==> config.mk <==
export PLATFORM = sky130hd
export DESIGN_NAME = alarm_timer64
export DESIGN_NICKNAME = d
export VERILOG_FILES = /design/src/rtl/alarm_timer64_pkg.sv /design/src/rtl/alarm_timer64_tick.sv /design/src/rtl/alarm_timer64_core.sv /design/src/rtl/alarm_timer64_irq.sv /design/src/rtl/alarm_timer64.sv
export SDC_FILE = /design/constraint.sdc
export NUM_CORES = 1
export LEC_CHECK = 0
export ABC_CLOCK_PERIOD_IN_PS = 3630
export BUFFER_PORTS_ARGS = -buffer_cell sky130_fd_sc_hd__buf_2
export CAP_MARGIN = 20
export CORE_MARGIN = 4
export CORE_UTILIZATION = 56
export CTS_CLUSTER_SIZE = 10
export DETAILED_ROUTE_END_ITERATION = 8
export GPL_TIMING_DRIVEN = 1
export PLACE_DENSITY_LB_ADDON = 0.25
export SLEW_MARGIN = 5
export SYNTH_ARGS = -nofsm -noshare
export SYNTH_HDL_FRONTEND = slang
export SYNTH_SLANG_ARGS = --single-unit
==> constraint.sdc <==
create_clock -name clk_i -period 3.63 [get_ports clk_i]
set_input_delay 1.089 -clock clk_i [delete_from_list [all_inputs] [get_ports clk_i]]
set_output_delay 1.089 -clock clk_i [all_outputs]
set_load 0.05 [all_outputs]
==> src/rtl/alarm_timer64_pkg.sv <==
package alarm_timer64_pkg;
  localparam int unsigned REG_W  = 32;
  localparam int unsigned ADDR_W = 4;
  localparam int unsigned DIV_W  = 16;
  localparam int unsigned CNT_W  = 2 * REG_W;

  typedef enum logic [ADDR_W-1:0] {
    A_CFG    = 4'd0,
    A_CNT_LO = 4'd1,
    A_CNT_HI = 4'd2,
    A_SNAP   = 4'd3,
    A_LD_LO  = 4'd4,
    A_LD_HI  = 4'd5,
    A_LD     = 4'd6,
    A_ALM_LO = 4'd7,
    A_ALM_HI = 4'd8,
    A_IEN    = 4'd9,
    A_IST    = 4'd10,
    A_ICLR   = 4'd11
  } reg_addr_e;

  typedef struct packed {
    logic [DIV_W-1:0]        div;
    logic [REG_W-DIV_W-5:0]  rsvd;
    logic                    level;
    logic                    arm;
    logic                    up;
    logic                    en;
  } cfg_t;
endpackage

==> src/rtl/alarm_timer64_tick.sv <==
module alarm_timer64_tick #(
  parameter int unsigned DIV_W = 16
) (
  input  logic             clk_i,
  input  logic             rst_ni,
  input  logic [DIV_W-1:0] div_i,
  output logic             tick_o
);
  logic [DIV_W-1:0] cnt_q;
  logic             last;

  // divider values 0 and 1 both give a tick every cycle
  assign last   = ({1'b0, cnt_q} + (DIV_W+1)'(1)) >= {1'b0, div_i};
  assign tick_o = last;

  always_ff @(posedge clk_i or negedge rst_ni) begin
    if (!rst_ni)   cnt_q <= '0;
    else if (last) cnt_q <= '0;
    else           cnt_q <= cnt_q + DIV_W'(1);
  end
endmodule

==> src/rtl/alarm_timer64_core.sv <==
module alarm_timer64_core #(
  parameter int unsigned CNT_W = 64
) (
  input  logic             clk_i,
  input  logic             rst_ni,
  input  logic             tick_i,
  input  logic             run_i,
  input  logic             load_i,
  input  logic [CNT_W-1:0] load_val_i,
  input  logic             snap_req_i,
  output logic [CNT_W-1:0] count_o,
  output logic [CNT_W-1:0] snap_o
);
  logic [CNT_W-1:0] count_q, snap_q;
  logic             pend_q;

  always_ff @(posedge clk_i or negedge rst_ni) begin
    if (!rst_ni)               count_q <= '0;
    else if (load_i)           count_q <= load_val_i;
    else if (tick_i && run_i)  count_q <= count_q + CNT_W'(1);
  end

  // snapshot lands on the next prescaler tick
  always_ff @(posedge clk_i or negedge rst_ni) begin
    if (!rst_ni) begin
      snap_q <= '0;
      pend_q <= 1'b0;
    end else if (tick_i && (pend_q || snap_req_i)) begin
      snap_q <= count_q;
      pend_q <= 1'b0;
    end else if (snap_req_i) begin
      pend_q <= 1'b1;
    end
  end

  assign count_o = count_q;
  assign snap_o  = snap_q;
endmodule

==> src/rtl/alarm_timer64_irq.sv <==
module alarm_timer64_irq #(
  parameter int unsigned CNT_W = 64
) (
  input  logic             clk_i,
  input  logic             rst_ni,
  input  logic [CNT_W-1:0] count_i,
  input  logic [CNT_W-1:0] alarm_i,
  input  logic             arm_i,
  input  logic             ien_i,
  input  logic             level_i,
  input  logic             clr_i,
  output logic             status_o,
  output logic             irq_o
);
  logic match, match_q, status_q, masked, masked_q;

  assign match  = arm_i && (count_i >= alarm_i);
  assign masked = status_q && ien_i;

  always_ff @(posedge clk_i or negedge rst_ni) begin
    if (!rst_ni) begin
      match_q  <= 1'b0;
      status_q <= 1'b0;
      masked_q <= 1'b0;
    end else begin
      match_q  <= match;
      masked_q <= masked;
      // a new compare hit wins over a clear in the same cycle
      if (match && !match_q) status_q <= 1'b1;
      else if (clr_i)        status_q <= 1'b0;
    end
  end

  assign status_o = status_q;
  assign irq_o    = level_i ? masked : (masked && !masked_q);
endmodule

==> src/rtl/alarm_timer64.sv <==
module alarm_timer64
  import alarm_timer64_pkg::*;
(
  input  logic              clk_i,
  input  logic              rst_ni,
  input  logic              wr_en_i,
  input  logic              rd_en_i,
  input  logic [ADDR_W-1:0] addr_i,
  input  logic [REG_W-1:0]  wdata_i,
  output logic [REG_W-1:0]  rdata_o,
  output logic              irq_o
);
  cfg_t             cfg_q;
  logic [CNT_W-1:0] load_q, alarm_q, count_w, snap_w;
  logic             ien_q, status_w, tick_w, run_w;
  logic             snap_req, load_stb, clr_stb;
  logic [REG_W-1:0] rd_mux, rdata_q;

  assign snap_req = wr_en_i && (addr_i == A_SNAP) && wdata_i[0];
  assign load_stb = wr_en_i && (addr_i == A_LD)   && wdata_i[0];
  assign clr_stb  = wr_en_i && (addr_i == A_ICLR) && wdata_i[0];
  assign run_w    = cfg_q.en && cfg_q.up;

  always_ff @(posedge clk_i or negedge rst_ni) begin
    if (!rst_ni) begin
      cfg_q   <= '0;
      load_q  <= '0;
      alarm_q <= '1;
      ien_q   <= 1'b0;
    end else if (wr_en_i) begin
      case (addr_i)
        A_CFG:    cfg_q                  <= cfg_t'(wdata_i);
        A_LD_LO:  load_q[REG_W-1:0]      <= wdata_i;
        A_LD_HI:  load_q[CNT_W-1:REG_W]  <= wdata_i;
        A_ALM_LO: alarm_q[REG_W-1:0]     <= wdata_i;
        A_ALM_HI: alarm_q[CNT_W-1:REG_W] <= wdata_i;
        A_IEN:    ien_q                  <= wdata_i[0];
        default: ;
      endcase
    end
  end

  always_comb begin
    case (addr_i)
      A_CFG:    rd_mux = cfg_q;
      A_CNT_LO: rd_mux = snap_w[REG_W-1:0];
      A_CNT_HI: rd_mux = snap_w[CNT_W-1:REG_W];
      A_LD_LO:  rd_mux = load_q[REG_W-1:0];
      A_LD_HI:  rd_mux = load_q[CNT_W-1:REG_W];
      A_ALM_LO: rd_mux = alarm_q[REG_W-1:0];
      A_ALM_HI: rd_mux = alarm_q[CNT_W-1:REG_W];
      A_IEN:    rd_mux = {{(REG_W-1){1'b0}}, ien_q};
      A_IST:    rd_mux = {{(REG_W-1){1'b0}}, status_w};
      default:  rd_mux = '0;
    endcase
  end

  always_ff @(posedge clk_i or negedge rst_ni) begin
    if (!rst_ni)      rdata_q <= '0;
    else if (rd_en_i) rdata_q <= rd_mux;
  end
  assign rdata_o = rdata_q;

  alarm_timer64_tick #(.DIV_W(DIV_W)) u_tick (
    .clk_i  (clk_i),
    .rst_ni (rst_ni),
    .div_i  (cfg_q.div),
    .tick_o (tick_w)
  );

  alarm_timer64_core #(.CNT_W(CNT_W)) u_core (
    .clk_i      (clk_i),
    .rst_ni     (rst_ni),
    .tick_i     (tick_w),
    .run_i      (run_w),
    .load_i     (load_stb),
    .load_val_i (load_q),
    .snap_req_i (snap_req),
    .count_o    (count_w),
    .snap_o     (snap_w)
  );

  alarm_timer64_irq #(.CNT_W(CNT_W)) u_irq (
    .clk_i    (clk_i),
    .rst_ni   (rst_ni),
    .count_i  (count_w),
    .alarm_i  (alarm_q),
    .arm_i    (cfg_q.arm),
    .ien_i    (ien_q),
    .level_i  (cfg_q.level),
    .clr_i    (clr_stb),
    .status_o (status_w),
    .irq_o    (irq_o)
  );
endmodule

==> results of run 1 <==
==> cells in the final DEF (no fill, tap or decap), types with 54 or more instances in the layout <==
cell type	netlist	final
a22oi_1	63	63
mux2_2	218	218
ha_1	82	81
buf_2	8	71
dfstp_2	64	64
dfrtp_1	277	276
inv_1	121	121
nand2_1	111	111
nand3_1	55	54
xor2_1	55	54
==> where the power goes <==
part	total, mW	internal, mW	switching (mW)
clock	3.70	2.19	1.51
sequential	5.96	4.96	1.00
combinational	2.92	1.42	1.50
total	12.6	8.57	4.01
==> stage by stage <==
step | hold WS, ns | cells | setup slack [ns]
3_5_place_dp | 0.478 | 1991 | 0.00562
4_1_cts | 0.490 | 2063 | 0.0650
3_3_place_gp | 0.470 | 1991 | 0.0727
2_1_floorplan | 0.459 | 1552 | 0.188
6_report | 0.486 | 2064 | 0.227
5_1_grt | 0.500 | 2064 | 0.0127
==> area by class of cell <==
cell class	count	area [um2]
Fill cell	2413	10900
Sequential cell	341	8610
Multi-Input combinational cell	1013	8040
Clock buffer	71	1150
Timing Repair Buffer	121	846
Tap cell	396	495
Inverter	121	454
Clock inverter	1	30.0
==> per-layer routing <==
metal	track usage, %	vias to the layer above
li1	-	5800
met5	0	-
met2	42.6	470
met3	5.01	104
met1	39.2	6457
met4	9.58	0
==> flip-flops by register name, summed over array words and instances, names as in the netlist <==
register and cells:
alarm_q 64, load_q 64, u_core.count_o 64, u_core.snap_o 64, cfg_q 32, rdata_o 32, u_tick.cnt_q 16, ien_q 1
u_core.pend_q 1, u_irq.masked_q 1, u_irq.match_q 1, u_irq.status_o 1
==> worst max-delay path, delay by kind of cell, from the launching register on <==
kind	cells	cell delay (ns)
AO/OA/AOI/OAI	1	0.15
XOR/XNOR	1	0.14
adder cells (fa/ha/maj)	1	0.31
buffers and inverters	1	0.23
flip-flops	1	0.40
multiplexers	1	0.36
AND/OR/NAND/NOR	9	1.69
==> what timing repair did <==
item / in CTS / in global routing
resized for setup: 2 / 16
setup buffers: 0 / 1
pin swaps: 0 / 4
endpoints found under the setup margin: 67 / 111
==> worst paths after layout <==
kind,cells after the start,to
max reg2reg,14,u_core.snap_o[7]$_DFFE_PN0P_
min reg2reg,1,u_core.snap_o[20]$_DFFE_PN0P_
max,14,u_core.snap_o[7]$_DFFE_PN0P_
max in group asynchronous,2,alarm_q[25]$_DFFE_PN1P_
min in group asynchronous,1,rdata_o[15]$_DFFE_PN0P_
min,1,u_core.snap_o[20]$_DFFE_PN0P_
==> cell families (layout without fill, tap and decap cells) <==
| family | after synthesis | in the layout | synth area share [%] |
|---|---|---|---|
| AOI/OAI and AO/OA | 268 | 268 | 10.5 |
| xor gates and xnor gates | 77 | 77 | 3.90 |
| adders and majority gates | 82 | 82 | 5.93 |
| buffers and inverters | 198 | 314 | 4.41 |
| DFF | 341 | 341 | 49.8 |
| muxes | 227 | 227 | 14.8 |
| and+or+nand+nor | 359 | 359 | 10.7 |
==> summary.txt, run 1 <==
Total track usage: 27.4%
Total die area: 33800 um2
Total negative slack: 0 ns
DIE HEIGHT: 184 um
Class of the tightest hold or removal check: flip-flop to flip-flop
Area growth syn-to-layout: 13.4%
Cell at the root of the clock tree: clkbuf_16
Via-to-Cell Ratio: 6.22
Routed wirelength normalized by instance count: 22.2 um
Number of synthesis warnings: 0
Cell type with the highest aggregate area in the netlist: dfrtp_1
Met3 WL: 3150 um
Total power of the final layout: 12.6 mW
Number of detailed-routing iterations run before antenna repair: 7
Highest routed metal layer: met4
HP Start: u_core.snap_o[20]$_DFFE_PN0P_
Number of buffers on the longest clock path: 3
TritonCTS clock tree: done
Register area share after synthesis: 49.8%
Delay of the slowest cell on the worst path: 0.40 ns
Ranking of synthesized cells by instance count: dfrtp_1 (277), mux2_2 (218), inv_1 (121)
Synthesized instance count: 1552
Diodes inserted: 0
Iter 0 DRT Violations: 1042
Power per cell area: 641 nW/um2
Post-synthesis async set-or-reset flop share: 100%
Die outline width: 184 um
Utilization after layout: 64.3%
Leakage dissipation: 8.51 nW
Total number of vias: 12.8k
Share of the clock period used by the worst path after layout: 93.8%
Initial Util: 56.7%
Launch point of the worst reg-to-reg path: u_tick.cnt_q[4]$_DFF_PN0_
Met1 wire length: 20100 um
Remaining DRCs: 0
Last weighted congestion value of the routability-driven placer: 0.876
Data arrival time at the worst-slack endpoint: 3.80 ns
Result of the run: completed
Number of different library cells in the post-synthesis netlist: 58
Routed WL: 45800 um
Worst skew pair latency: 0.52 ns
Highest Clock Rate: 0.294 GHz
Share of layout cells above drive strength 1: 28.6%
Pin count of the biggest net entering global routing: 115
Cells traversed along the worst timing path: and4_1 -> and2_4 -> nand3_1 -> or2_4 -> nand2b_1 -> xnor2_1 -> ha_1 -> nand3_2 -> nor3_4 -> o31ai_4 -> and3_1 -> nor2_4 -> buf_12 -> mux2_2
Endpoint kind of the worst setup timing path: flip-flop
Element type at the critical path start: flip-flop
Number of clock sinks: 341
Post-layout minimum cycle time: 3.40 ns
Final Hold Viols: 0
Count of state elements after synthesis: 341
Crit. Startpoint: u_tick.cnt_q[4]$_DFF_PN0_
Post-synthesis average cell area: 11.2 um2
Worst-path maximum fanout: 24
Data required, critical path: 4.03 ns
Core Footprint: 30500 um2
Final-stage net count: 1760
Skew final: 0.0107 ns
Placement Cell Area: 18400 um2
Initial antenna violation count: 0
Area share of the largest cell type after synthesis: 40.0%
Slew headroom: 44.0%
Cell with the largest stage delay on the worst path: dfrtp_1
Clock transition at the registers of the reported paths: 0.05 ns
Slack of the worst reg-to-reg path: 0.23 ns
H-Tree Depth: 2
Number of maximum-capacitance constraint violations: 0
Dominant cell by count in the synthesized netlist: dfrtp_1
Number of I/O port buffers: 72
Dominant synthesized flop cell: dfrtp_1
Total clock buffers created by CTS: 40
Number of nets with antenna violations after detailed routing: 0
Summed instance area of the synthesized netlist: 17300 um2
Final-report max-slew violation count: 0
Remaining Overflow, GRT: 0
Met2 WL post-DR: 21000 um
Synthesized netlist net count: 1674
Actual slew at the worst max-slew pin: 0.838 ns
Count of boundary I/O pins: 73
Worst voltage drop across the vdd grid: 485 uV
Number of rows created at floorplan: 64
Top cells by area in the synthesized netlist: dfrtp_1 (40%), mux2_2 (14%), dfstp_2 (9.7%)
First-pass GRT wire length: 73700 um
RSZ-0062 raised after global routing: no
Post-route cell area: 19600 um2
Number of global-route vias before repair: 13.2k
Setup CP Type: flip-flop to flip-flop
Number of hold buffers added after CTS: 0
Final Setup Violations: 0
EDFF count, synth: 0
HPWL after detailed placement: 31700 um
(Power assumes the default switching activity.)
==> run 2: changes to the inputs <==
--- a/config.mk
+++ b/config.mk
@@ -8,8 +8,10 @@
 export ABC_CLOCK_PERIOD_IN_PS = 3630
 export BUFFER_PORTS_ARGS = -buffer_cell sky130_fd_sc_hd__buf_2
 export CAP_MARGIN = 20
+export CELL_PAD_IN_SITES_DETAIL_PLACEMENT = 0
+export CELL_PAD_IN_SITES_GLOBAL_PLACEMENT = 1
 export CORE_MARGIN = 4
-export CORE_UTILIZATION = 56
+export CORE_UTILIZATION = 45
 export CTS_CLUSTER_SIZE = 10
 export DETAILED_ROUTE_END_ITERATION = 8
 export GPL_TIMING_DRIVEN = 1
==> summary.txt, run 2 (same netlist as run 1, synthesis figures left out) <==
Total number of vias: 12.6k (-1.5%)
Cell at the root of the clock tree: clkbuf_16
Met1 track demand over resource: 35.3% (-3.9 points)
Result of the run: completed
Clock transition at the registers of the reported paths: 0.06 ns (about the same)
Worst skew pair latency: 0.57 ns (+0.05 ns)
Die outline width: 204 um (+11%)
Setup CP Type: flip-flop to flip-flop
TritonCTS clock tree: done
H-Tree Depth: 2 (unchanged)
Core Footprint: 37800 um2 (+24%)
Diodes inserted: 0 (unchanged)
Most common library cell in the layout ignoring fill and taps: dfrtp_1
Routed wirelength normalized by instance count: 22.4 um (+1.1%)
Total die area: 41700 um2 (+23%)
Worst voltage drop across the vdd grid: 408 uV (-16%)
Worst-path maximum fanout: 8 (-67%)
Number of nets with antenna violations after detailed routing: 0 (unchanged)
Number of hold buffers added after CTS: 0 (unchanged)
Total clock buffers created by CTS: 42 (+5.0%)
Met3 routing resource usage after global routing: 4.43% (-0.58 points)
Count of boundary I/O pins: 73 (unchanged)
Skew final: 0.0189 ns (+0.00825 ns)
Actual slew at the worst max-slew pin: 1.01 ns (+0.174 ns)
HP Start: u_core.snap_o[14]$_DFFE_PN0P_
Data arrival time at the worst-slack endpoint: 3.91 ns (+0.11 ns)
Share of the clock period used by the worst path after layout: 94.8% (+1.1 points)
Final-report max-slew violation count: 0 (unchanged)
Number of rows created at floorplan: 71 (+11%)
Number of I/O port buffers: 72 (unchanged)
Slew headroom: 32.6% (-11 points)
HPWL after detailed placement: 33900 um (+7.2%)
Via-to-Cell Ratio: 5.76 (-7.3%)
Iter 0 DRT Violations: 980 (-6.0%)
Fraction of met2 tracks used by global routing: 37.1% (-5.5 points)
Number of clock sinks: 341 (unchanged)
Final Setup Violations: 0 (unchanged)
Total track usage: 23.9% (-3.5 points)
Leakage dissipation: 8.64 nW (+1.5%)
Routed WL: 49200 um (+7.5%)
Number of maximum-capacitance constraint violations: 0 (unchanged)
Data required, critical path: 4.10 ns (+0.07 ns)
Number of detailed-routing iterations run before antenna repair: 6 (-1)
Worst reg-to-reg path cell count: 15 (+1)
Number of global-route vias before repair: 13.1k (-1.3%)
Element type at the critical path start: flip-flop
Launch point of the worst reg-to-reg path: u_tick.cnt_q[0]$_DFF_PN0_
Initial Util: 45.7% (-11 points)
Final Hold Viols: 0 (unchanged)
Remaining Overflow, GRT: 0 (unchanged)
Highest Clock Rate: 0.291 GHz (-1.1%)
Total negative slack: 0 ns (unchanged)
Most used routing layer in global routing: met2
Top library cells by usage in the layout, fill and taps aside: dfrtp_1 (276), mux2_2 (218), inv_1 (121)
Worst Hold Margin: 0.486 ns (-0.000199 ns)
Last weighted congestion value of the routability-driven placer: 0.861 (-1.8%)
Post-layout minimum cycle time: 3.44 ns (+0.0385 ns)
Number of buffers on the longest clock path: 3 (unchanged)
DIE HEIGHT: 204 um (+11%)
Initial antenna violation count: 1 (+1)
Share of layout cells above drive strength 1: 29.6% (+0.99 points)
Crit. Startpoint: u_tick.cnt_q[0]$_DFF_PN0_
Power per cell area: 643 nW/um2 (+0.32%)
Cell count of the worst hold path: 1 (unchanged)
Area growth syn-to-layout: 15.6%
Final-stage net count: 1772 (+0.68%)
Class of the tightest hold or removal check: flip-flop to flip-flop
Pin count of the biggest net entering global routing: 81 (-30%)
RSZ-0062 raised after global routing: no
First-pass GRT wire length: 77900 um (+5.7%)
Endpoint kind of the worst setup timing path: flip-flop
Remaining DRCs: 0 (unchanged)
==> run 2: changes by cell type in the layout (fill, tap and decap cells not counted), moves of 2 or more <==
cell	change
clkinv_2	+4
nand2_1	-3
buf_12	+2
o21ai_0	-3
clkbuf_8	+2
nand2_2	+3
o21ai_1	+3
buf_4	+5
clkbuf_1	-4
clkbuf_16	+5
==> run 2: worst paths after layout <==
kind                                                   to  slack, ns
setup / recovery           u_core.count_o[45]$_DFFE_PN0P_       0.19
hold / removal              u_core.snap_o[14]$_DFFE_PN0P_       0.49
setup reg to reg           u_core.count_o[45]$_DFFE_PN0P_       0.19
hold reg to reg             u_core.snap_o[14]$_DFFE_PN0P_       0.49
max in group asynchronous         alarm_q[27]$_DFFE_PN1P_       2.23
min in group asynchronous         rdata_o[15]$_DFFE_PN0P_       0.54
==> run 2: through the flow <==
stage | instance area [um2] | utilization, % | setup WS (ns) | total power [mW] | std cells
6_report | 20000 | 52.9 | 0.188 | 12.9 | 2194
5_1_grt | 20000 | 52.9 | 0.00985 | 13.6 | 2194
4_1_cts | 19900 | 52.5 | 0.00435 | 12.9 | 2189
3_5_place_dp | 18600 | 49.1 | 0.0631 | 8.89 | 2112
3_3_place_gp | 18600 | 49.1 | 0.149 | 8.76 | 2112
2_1_floorplan | 17300 | - | 0.188 | 7.74 | 1552
==> run 2: per-layer routing <==
metal / share of wire [%] / vias to the layer above
li1: - / 5801
met1: 48 / 6455
met2: 45 / 331
met3: 5.4 / 51
met4: 1.7 / 0
met5: 0 / -
==> run 2: where the power goes <==
| part | total, mW | switching (mW) | internal [mW] | leakage [nW] |
|---|---|---|---|---|
| logic | 2.97 | 1.53 | 1.44 | 3.87 |
| clock network | 3.98 | 1.63 | 2.34 | 0.621 |
| registers | 5.91 | 0.955 | 4.96 | 4.14 |
==> run 2: final cells by class <==
type,instances,area [um2]
timing repair buffer,131,975
multi-input combinational,1013,8040
tap,511,639
clock inverter,4,20.0
sequential,341,8610
inverter,121,454
fill,3405,17800
clock buffer,73,1260
==> run 2: what timing repair did <==
item,CTS,global route
buffers inserted,0,4
gates resized for setup,0,20
setup endpoints to repair,0,126
==> run 2: critical path, stage by stage, from the launching register on <==
cell	delay (ns)
dfrtp_2	0.45
ha_2	0.26
nand4_1	0.15
nor2_2	0.17
and4_1	0.26
xor2_2	0.09
ha_1	0.30
nand2_1	0.10
o21a_1	0.21
o21a_1	0.24
buf_4	0.20
a311oi_2	0.26
buf_4	0.24
nand3_1	0.11
xor2_1	0.15
o21ai_0	0.17
==> run 3: changes to the inputs <==
--- a/config.mk
+++ b/config.mk
@@ -5,13 +5,13 @@
 export SDC_FILE = /design/constraint.sdc
 export NUM_CORES = 1
 export LEC_CHECK = 0
-export ABC_CLOCK_PERIOD_IN_PS = 3630
+export ABC_CLOCK_PERIOD_IN_PS = 3800
 export BUFFER_PORTS_ARGS = -buffer_cell sky130_fd_sc_hd__buf_2
 export CAP_MARGIN = 20
 export CELL_PAD_IN_SITES_DETAIL_PLACEMENT = 0
 export CELL_PAD_IN_SITES_GLOBAL_PLACEMENT = 1
 export CORE_MARGIN = 4
-export CORE_UTILIZATION = 45
+export CORE_UTILIZATION = 50
 export CTS_CLUSTER_SIZE = 10
 export DETAILED_ROUTE_END_ITERATION = 8
 export GPL_TIMING_DRIVEN = 1
==> constraint.sdc (replaced) <==
create_clock -name clk_i -period 3.8 [get_ports clk_i]
set_input_delay 1.14 -clock clk_i [delete_from_list [all_inputs] [get_ports clk_i]]
set_output_delay 1.14 -clock clk_i [all_outputs]
set_load 0.05 [all_outputs]
==> summary.txt, run 3 (same netlist as run 1, synthesis figures left out) <==
Total number of vias: 12.7k (+0.29%)
Clock transition at the registers of the reported paths: 0.06 ns (about the same)
Initial Util: 51.1% (+5.4 points)
Number of detailed-routing iterations run before antenna repair: 5 (-1)
Number of nets with antenna violations after detailed routing: 0 (unchanged)
Total die area: 37700 um2 (-9.6%)
Most common library cell in the layout ignoring fill and taps: dfrtp_1
Pin count of the biggest net entering global routing: 115 (+42%)
Skew final: 0.0157 ns (-0.00318 ns)
Remaining Overflow, GRT: 0 (unchanged)
Total track usage: 25.4% (+1.5 points)
Via-to-Cell Ratio: 6.03 (+4.7%)
Power per cell area: 609 nW/um2 (-5.3%)
Final-report max-slew violation count: 0 (unchanged)
Diodes inserted: 0 (unchanged)
Last weighted congestion value of the routability-driven placer: 0.859 (-0.19%)
Number of clock sinks: 341 (unchanged)
Iter 0 DRT Violations: 1104 (+13%)
Number of rows created at floorplan: 67 (-5.6%)
HPWL after detailed placement: 32200 um (-5.0%)
Worst voltage drop across the vdd grid: 381 uV (-6.5%)
Count of boundary I/O pins: 73 (unchanged)
Remaining DRCs: 0 (unchanged)
Highest Clock Rate: 0.276 GHz (-5.0%)
Actual slew at the worst max-slew pin: 1.19 ns (+0.182 ns)
RSZ-0062 raised after global routing: no
Cells traversed along the worst timing path: and4_1 -> and2_1 -> nand3_1 -> or2_2 -> nand2b_1 -> xnor2_1 -> ha_1 -> nand3_1 -> nor3_2 -> o31ai_4 -> and3_1 -> nor2_4 -> buf_12 -> clkbuf_16 -> mux2_2
First-pass GRT wire length: 76300 um (-2.0%)
DIE HEIGHT: 194 um (-4.9%)
Die outline width: 194 um (-4.9%)
Number of maximum-capacitance constraint violations: 0 (unchanged)
Leakage dissipation: 8.47 nW (-1.9%)
Cell count of the worst hold path: 1 (unchanged)
Slew headroom: 20.4% (-12 points)
Routed wirelength normalized by instance count: 23.1 um (+3.2%)
Share of the clock period used by the worst path after layout: 95.3% (+0.50 points)
Delay of the slowest cell on the worst path: 0.42 ns (-0.03 ns)
Total negative slack: 0 ns (unchanged)
Number of standard cells in the layout, taps in and fillers out: 2102 (-4.2%)
Post-layout minimum cycle time: 3.62 ns (+0.180 ns)
Number of I/O port buffers: 72 (unchanged)
Setup CP Type: flip-flop to flip-flop
Class of the tightest hold or removal check: flip-flop to flip-flop
Most Frequent Cell on Critical Path: nand3_1
H-Tree Depth: 2 (unchanged)
Final Setup Violations: 0 (unchanged)
Final Hold Viols: 0 (unchanged)
Element type at the critical path start: flip-flop
Core Footprint: 33900 um2 (-11%)
Total clock buffers created by CTS: 41 (-2.4%)
Endpoint kind of the worst setup timing path: flip-flop
Top library cells by usage in the layout, fill and taps aside: dfrtp_1 (277), mux2_2 (218), inv_1 (121)
Worst skew pair latency: 0.53 ns (-0.04 ns)
Number of buffers on the longest clock path: 3 (unchanged)
Routed WL: 48700 um (-1.1%)
Worst Hold Margin: 0.489 ns (+0.00284 ns)
Data arrival time at the worst-slack endpoint: 4.02 ns (+0.11 ns)
TritonCTS clock tree: done
Cell with the largest stage delay on the worst path: dfrtp_1
Number of global-route vias before repair: 13.0k (-0.90%)
Total instance count after detailed placement: 2031 (-3.8%)
Data required, critical path: 4.20 ns (+0.10 ns)
Share of layout cells above drive strength 1: 28.1% (-1.5 points)
Initial antenna violation count: 0 (-1)
Final-stage net count: 1751 (-1.2%)
Result of the run: completed
Cell at the root of the clock tree: clkbuf_16
Area growth syn-to-layout: 13.2%
Worst reg-to-reg path cell count: 15 (unchanged)
Worst-path maximum fanout: 15 (+7)
==> run 3: power by group <==
| part | switching (mW) | internal [mW] |
|---|---|---|
| logic | 1.40 | 1.32 |
| clock network | 1.47 | 2.05 |
| registers | 0.954 | 4.74 |
| total | 3.83 | 8.11 |
==> run 3: path summary, 6_finish.rpt <==
path | slack, ns | endpoint | start
setup / recovery | 0.18 | u_core.snap_o[58]$_DFFE_PN0P_ | u_tick.cnt_q[2]$_DFF_PN0_
hold / removal | 0.49 | u_core.snap_o[20]$_DFFE_PN0P_ | u_core.snap_o[20]$_DFFE_PN0P_
setup reg to reg | 0.18 | u_core.snap_o[58]$_DFFE_PN0P_ | u_tick.cnt_q[2]$_DFF_PN0_
hold reg to reg | 0.49 | u_core.snap_o[20]$_DFFE_PN0P_ | u_core.snap_o[20]$_DFFE_PN0P_
max in group asynchronous | 2.35 | alarm_q[33]$_DFFE_PN1P_ | rst_ni
min in group asynchronous | 0.58 | rdata_o[13]$_DFFE_PN0P_ | rst_ni
==> run 3: critical path: cells and delay by family, from the launching register on <==
family | cells | cell delay (ns)
DFF | 1 | 0.42
muxes | 1 | 0.35
adders and majority gates | 1 | 0.31
buffers and inverters | 2 | 0.34
xor gates and xnor gates | 1 | 0.15
AOI/OAI and AO/OA | 1 | 0.18
and+or+nand+nor | 9 | 1.74
==> run 3: metal layers <==
layer	GRT usage, %	part of all wire [%]
met1	37.8	46
met4	6.74	2.6
met5	0	0
met2	38.9	45
met3	4.22	6.2
==> run 3: final cells by class <==
| cell class | count | area (um2) |
|---|---|---|
| Multi-Input combinational cell | 1013 | 8000 |
| Timing Repair Buffer | 111 | 811 |
| Clock inverter | 2 | 10.0 |
| Tap cell | 448 | 561 |
| Clock buffer | 66 | 1150 |
| Fill cell | 2889 | 14300 |
| Inverter | 121 | 454 |
| Sequential cell | 341 | 8610 |
==> run 3: through the flow <==
| step | util [%] | instance area, um2 | power [mW] | worst slack (ns) |
|---|---|---|---|---|
| floorplan | - | 17300 | 7.39 | 0.358 |
| global placement | 54.2 | 18300 | 8.28 | 0.0916 |
| detailed placement | 54.2 | 18300 | 8.42 | 0.0564 |
| CTS | 57.6 | 19500 | 12.0 | 0.0797 |
| global route | 57.9 | 19600 | 12.7 | 0.0334 |
| finish | 57.9 | 19600 | 11.9 | 0.178 |
==> run 3: timing repair <==
item                                    CTS  global route
cloned                                    0             2
endpoints found under the setup margin    1            88
pin swaps                                 0             2
buffers inserted                          0             1
gates resized for setup                   1             3
hold buffers                              0             0
